==> src/rtl/qdac_pkg.sv <==
`timescale 1ns/1ps
package qdac_pkg;
    localparam int DATA_W_DEF = 12;
    localparam int ADDR_W_DEF = 2;
    localparam int FILL_W_DEF = 2;

    typedef enum logic [1:0] {
        CH_0 = 2'd0,
        CH_1 = 2'd1,
        CH_2 = 2'd2,
        CH_3 = 2'd3
    } chan_id_t;

    // Midscale code for a converter of width w: only the top bit set.
    function automatic logic [31:0] midscale(input int w);
        return 32'(1) << (w - 1);
    endfunction

    // Value forced by clear, chosen by the range-select level.
    function automatic logic [31:0] clear_code(input logic mid, input int w);
        return mid ? midscale(w) : 32'd0;
    endfunction
endpackage

==> src/rtl/qdac_pin_sync.sv <==
`timescale 1ns/1ps
module qdac_pin_sync #(
    parameter int           W       = 1,
    parameter logic [W-1:0] RST_VAL = '0
) (
    input  logic         clk,
    input  logic         rst,
    input  logic [W-1:0] d,
    output logic [W-1:0] q
);
    logic [W-1:0] meta;

    always_ff @(posedge clk) begin
        if (rst) begin
            meta <= RST_VAL;
            q    <= RST_VAL;
        end else begin
            meta <= d;
            q    <= meta;
        end
    end
endmodule

==> src/rtl/qdac_shift_port.sv <==
`timescale 1ns/1ps
module qdac_shift_port #(
    parameter int ADDR_W = qdac_pkg::ADDR_W_DEF,
    parameter int FILL_W = qdac_pkg::FILL_W_DEF,
    parameter int DATA_W = qdac_pkg::DATA_W_DEF,
    localparam int WORD_W = ADDR_W + FILL_W + DATA_W
) (
    input  logic              clk,
    input  logic              rst,
    input  logic              cs_n,
    input  logic              sclk,
    input  logic              sdi,
    output logic              shift_pulse,
    output logic [ADDR_W-1:0] addr,
    output logic [DATA_W-1:0] data
);
    logic              eff_clk;
    logic              eff_q;
    logic [WORD_W-1:0] frame;

    // Select and serial clock merge into one shift clock.
    assign eff_clk     = sclk | cs_n;
    assign shift_pulse = eff_clk & ~eff_q;

    always_ff @(posedge clk) begin
        if (rst) begin
            eff_q <= 1'b1;
            frame <= '0;
        end else begin
            eff_q <= eff_clk;
            if (shift_pulse) begin
                frame <= {frame[WORD_W-2:0], sdi};
            end
        end
    end

    assign addr = frame[WORD_W-1 -: ADDR_W];
    assign data = frame[DATA_W-1:0];
endmodule

==> src/rtl/qdac_chan_bank.sv <==
`timescale 1ns/1ps
module qdac_chan_bank #(
    parameter int ADDR_W = qdac_pkg::ADDR_W_DEF,
    parameter int DATA_W = qdac_pkg::DATA_W_DEF,
    localparam int NUM_CH = 1 << ADDR_W
) (
    input  logic                           clk,
    input  logic                           rst,
    input  logic                           clr_n,
    input  logic                           clsel,
    input  logic                           ld_n,
    input  logic [ADDR_W-1:0]              addr,
    input  logic [DATA_W-1:0]              data,
    output logic [NUM_CH-1:0][DATA_W-1:0]  ch_code
);
    localparam logic [DATA_W-1:0] MID_CODE  = DATA_W'(qdac_pkg::clear_code(1'b1, DATA_W));
    localparam logic [DATA_W-1:0] ZERO_CODE = DATA_W'(qdac_pkg::clear_code(1'b0, DATA_W));

    logic [DATA_W-1:0] clr_val;
    assign clr_val = clsel ? MID_CODE : ZERO_CODE;

    for (genvar i = 0; i < NUM_CH; i++) begin : g_chan
        logic hit;
        assign hit = !ld_n && (addr == ADDR_W'(i));

        always_ff @(posedge clk) begin
            if (rst) begin
                ch_code[i] <= '0;
            end else if (!clr_n) begin
                ch_code[i] <= clr_val;
            end else if (hit) begin
                ch_code[i] <= data;
            end
        end
    end
endmodule

==> src/rtl/qdac_front.sv <==
`timescale 1ns/1ps
module qdac_front #(
    parameter int ADDR_W = qdac_pkg::ADDR_W_DEF,
    parameter int FILL_W = qdac_pkg::FILL_W_DEF,
    parameter int DATA_W = qdac_pkg::DATA_W_DEF,
    localparam int NUM_CH = 1 << ADDR_W
) (
    input  logic                          clk,
    input  logic                          rst,
    input  logic                          cs_n,
    input  logic                          sclk,
    input  logic                          sdi,
    input  logic                          ld_n,
    input  logic                          clr_n,
    input  logic                          clsel,
    output logic [NUM_CH-1:0][DATA_W-1:0] ch_code,
    output logic                          proto_err
);
    // Synchronized pin vector: {cs_n, sclk, sdi, ld_n, clr_n, clsel}
    localparam int PIN_W = 6;
    localparam logic [PIN_W-1:0] PIN_IDLE = 6'b1_0_0_1_1_0;

    logic [PIN_W-1:0]  pins_s;
    logic              cs_n_s, sclk_s, sdi_s, ld_n_s, clr_n_s, clsel_s;
    logic              shift_pulse;
    logic [ADDR_W-1:0] addr;
    logic [DATA_W-1:0] data;

    qdac_pin_sync #(.W(PIN_W), .RST_VAL(PIN_IDLE)) u_sync (
        .clk (clk),
        .rst (rst),
        .d   ({cs_n, sclk, sdi, ld_n, clr_n, clsel}),
        .q   (pins_s)
    );

    assign {cs_n_s, sclk_s, sdi_s, ld_n_s, clr_n_s, clsel_s} = pins_s;

    qdac_shift_port #(.ADDR_W(ADDR_W), .FILL_W(FILL_W), .DATA_W(DATA_W)) u_port (
        .clk         (clk),
        .rst         (rst),
        .cs_n        (cs_n_s),
        .sclk        (sclk_s),
        .sdi         (sdi_s),
        .shift_pulse (shift_pulse),
        .addr        (addr),
        .data        (data)
    );

    qdac_chan_bank #(.ADDR_W(ADDR_W), .DATA_W(DATA_W)) u_bank (
        .clk     (clk),
        .rst     (rst),
        .clr_n   (clr_n_s),
        .clsel   (clsel_s),
        .ld_n    (ld_n_s),
        .addr    (addr),
        .data    (data),
        .ch_code (ch_code)
    );

    always_ff @(posedge clk) begin
        if (rst) begin
            proto_err <= 1'b0;
        end else begin
            proto_err <= shift_pulse && !ld_n_s;
        end
    end
endmodule

==> config.mk <==
export PLATFORM = sky130hd
export DESIGN_NAME = qdac_front
export DESIGN_NICKNAME = d
export VERILOG_FILES = /design/src/rtl/qdac_pkg.sv /design/src/rtl/qdac_pin_sync.sv /design/src/rtl/qdac_shift_port.sv /design/src/rtl/qdac_chan_bank.sv /design/src/rtl/qdac_front.sv
export SDC_FILE = /design/constraint.sdc
export NUM_CORES = 1
export LEC_CHECK = 0
export BUFFER_PORTS_ARGS = -buffer_cell sky130_fd_sc_hd__buf_2
export CORE_AREA = 2 2 97 99
export CTS_CLUSTER_DIAMETER = 120
export DETAILED_ROUTE_END_ITERATION = 12
export DIE_AREA = 0 0 99 101
export PLACE_DENSITY_LB_ADDON = 0.25
export SLEW_MARGIN = 20
export SYNTH_ARGS = -nofsm -noshare
export SYNTH_HDL_FRONTEND = slang
export SYNTH_SLANG_ARGS = --single-unit
==> constraint.sdc <==
create_clock -name clk -period 3.25 [get_ports clk]
set_input_delay 0.65 -clock clk [delete_from_list [all_inputs] [get_ports clk]]
set_output_delay 0.65 -clock clk [all_outputs]
set_load 0.005 [all_outputs]
==> flow_metrics.py <==
metrics = {
    "sta": {
        "fmax_mhz": 660,
        "tns_ps": 0,
        "hold_ws_ps": 413,
        "setup_viol": 0,
        "drv_slew": 0,
        "finalCritPeriodShare": 0.467,
        "finalCriticalPeriod_ps": 1520,
        "max-slew-margin-rel": 0.480,
        "rsz0062_at_grt": "no",
        "finalHoldViolations": 0,
        "fin_skew_ps": 9.71,
        "worst_slew_pin_slew_ps": 776,
    },
    "cts": {
        "insertion_delay_ps": 350,
        "clockRootBuffer": "clkbuf_8",
        "cts_tree": "built",
        "cts.repair.resized": 0,
        "cts_made_buffers": 9,
        "cts_hold_buf": 0,
        "path_clk_slew_ps": 80,
        "cts_sinks": 78,
        "cts_setup_buffers": 0,
        "htreeDepth": 3,
        "cts_buffer_depth": 2,
    },
    "global_route": {
        "overflow": 0,
        "grt_usage": 0.128,
        "antenna_found_initial": 0,
        "grt_max_degree": 45,
        "grt_pass1_vias": 2010,
        "grt_pass1_wl_mm": 9.98,
    },
    "power": {
        "swShare": 0.238,
        "p_clk_frac": 0.387,
        "power.leakage_nw": 1.20,
        "vdd_ir_drop_max_mv": 0.185,
        "seqPwrFrac": 0.588,
        "intPower_mw": 1.26,
        "p_sw_uw": 392,
        "comb_power_share": 0.025,
        "p_per_area_nw_per_um2": 521,
    },
    "routing": {
        "via_per_inst": 4.49,
        "wl_mm": 6.18,
        "drt_iter0_drc": 121,
        "wl_per_cell_um": 12.9,
        "first_pass_iters": 4,
        "postRouteAntennaNets": 0,
        "vias": 2161,
        "drc": 0,
    },
    "synth": {
        "ys_top_cells_by_area": "dfxtp_1 (59%), nand2_1 (18%), a21oi_1 (11%), buf_2 (1.9%), clkbuf_1 (1.4%)",
        "synth_area_um2": 2650,
        "synth_area_per_cell_um2": 8.37,
        "yosys.area.top_type": "dfxtp_1",
        "yosysSeqAreaShare": 0.590,
        "ys_types": 18,
        "synth_fp_nets": 324,
        "yosysWarnings": 0,
        "synthCells": 316,
        "synth_top_area_frac": 0.590,
        "synth_seq_cells": 78,
    },
    "cells_and_area": {
        "final_common_cell": "nand2_1",
        "fin_area_um2": 3170,
        "final_cell_mix": "nand2_1 (128), dfxtp_1 (78), a21oi_1 (60)",
        "drive_gt1_frac": 0.227,
        "nNetsFinal": 373,
        "area_growth_pct": 19.6,
        "fillers": 954,
        "antenna_cells": 0,
    },
    "setup_path": {
        "rr_worst_depth": 3,
        "crit_fanout": 12,
        "critPathLaunchType": "register",
        "critPathCaptureType": "register",
        "worstSetupPathType": "register to register",
        "rr_endpoint": "u_bank.ch_code[23]$_SDFFE_PP0P_",
        "reg2reg_slack_ps": 1730,
        "r2r-start": "u_port.frame[14]$_SDFFE_PP0P_",
        "cp_data_arrival_time_ps": 1790,
        "crit_required_ps": 3530,
    },
    "flow_run": {
        "cap_violations": 0,
    },
    "floorplanning": {
        "die_x_um": 99,
        "io_pins": 57,
        "core.rowCount": 35,
        "die_h_um": 101,
        "core_area_um2": 8980,
        "start_util": 0.295,
        "dieArea_um2": 10000,
    },
    "placed_design": {
        "port_buffers": 56,
        "place.gp.congestion": 0.726,
        "dp.final_hpwl_mm": 4.07,
        "post_dp_cell_area_um2": 2990,
    },
    "min_path": {
        "min_to": "u_sync.q[1]$_SDFF_PP1_",
        "hold_depth": 1,
        "min_from": "u_sync.meta[1]$_SDFF_PP1_",
        "hold_class": "register to register",
    },
    "run_status": {
        "status": "completed",
    },
}
metrics by stage:
| step | setup slack (ps) | power [mW] | instances | util |
|---|---|---|---|---|
| after global placement | 1360 | 1.03 | 465 | 0.333 |
| final | 1730 | 1.65 | 481 | 0.353 |
| after global routing | 1550 | 1.72 | 481 | 0.353 |
| after floorplan | 1840 | 1.02 | 316 | - |
| after CTS | 1720 | 1.67 | 481 | 0.353 |
| after detailed placement | 1330 | 1.03 | 465 | 0.333 |
power groups by stage:
stage | clock network, mW | registers, mW | logic, mW
floorplan | 0 | 0.991 | 0.0285
finish | 0.638 | 0.969 | 0.0406
CTS | 0.661 | 0.970 | 0.0414
global placement | 0 | 0.992 | 0.0411
global route | 0.699 | 0.971 | 0.0457
detailed placement | 0 | 0.992 | 0.0413
worst max-delay path, cell delays in order (launching register included):
cell	delay (ps)
dfxtp_1	480
nor3b_2	660
nand2_1	140
a31oi_1	180
cells in the mapped netlist, drive strengths merged:
cell type and count:
o21bai 2, nand3b 1, a31oi 4, nor3 2
a21oi 60, nand2b 1, clkbuf 10, dfxtp 78
nand2 128, and3b 1, buf 10, or3 2
nor2b 6, or3b 2, or2 6, o21ba 1
nor3b 2
layer usage:
| layer | up-vias | share of wire | GRT usage |
|---|---|---|---|
| met3 | 8 | 0.060 | 0.0472 |
| met4 | 0 | 0.010 | 0.0485 |
| met2 | 47 | 0.45 | 0.195 |
| met5 | - | 0 | 0 |
| li1 | 1120 | - | - |
| met1 | 986 | 0.48 | 0.165 |
worst max-delay path by stage:
| stage | depth (start not counted) | start | slack, ps | endpoint |
|---|---|---|---|---|
| floorplan | 4 | rst | 1840 | u_bank.ch_code[10]$_SDFFE_PP0P_ |
| global placement | 4 | rst | 1360 | u_bank.ch_code[31]$_SDFFE_PP0P_ |
| detailed placement | 4 | rst | 1330 | u_bank.ch_code[40]$_SDFFE_PP0P_ |
| CTS | 3 | u_port.frame[15]$_SDFFE_PP0P_ | 1720 | u_bank.ch_code[35]$_SDFFE_PP0P_ |
| global route | 3 | u_port.frame[15]$_SDFFE_PP0P_ | 1550 | u_bank.ch_code[26]$_SDFFE_PP0P_ |
| finish | 3 | u_port.frame[14]$_SDFFE_PP0P_ | 1730 | u_bank.ch_code[23]$_SDFFE_PP0P_ |
logic make-up (layout without fill, tap and decap cells):
kind of cell,after synthesis,count (layout),share of synthesized area
and+or+nand+nor,151,151,0.243
DFF,78,78,0.590
buffers and inverters,20,74,0.0331
AOI/OAI and AO/OA,67,67,0.134
layout make-up:
| cell class | instances | area [µm²] | area share |
|---|---|---|---|
| clock inverters | 7 | 48.8 | 0.0154 |
| multi-input cells | 218 | 997 | 0.315 |
| clock buffers | 9 | 124 | 0.0391 |
| well taps | 111 | 139 | 0.0439 |
| flip-flops and latches | 78 | 1560 | 0.493 |
| repair buffers | 58 | 295 | 0.0933 |
state kept, by name (all words and copies together) (netlist names):
signal / flops
u_sync.q: 6
u_port.frame: 16
u_port.eff_q: 1
u_sync.meta: 6
proto_err: 1
u_bank.ch_code: 48
No activity file was read; power rests on OpenSTA's default activity.
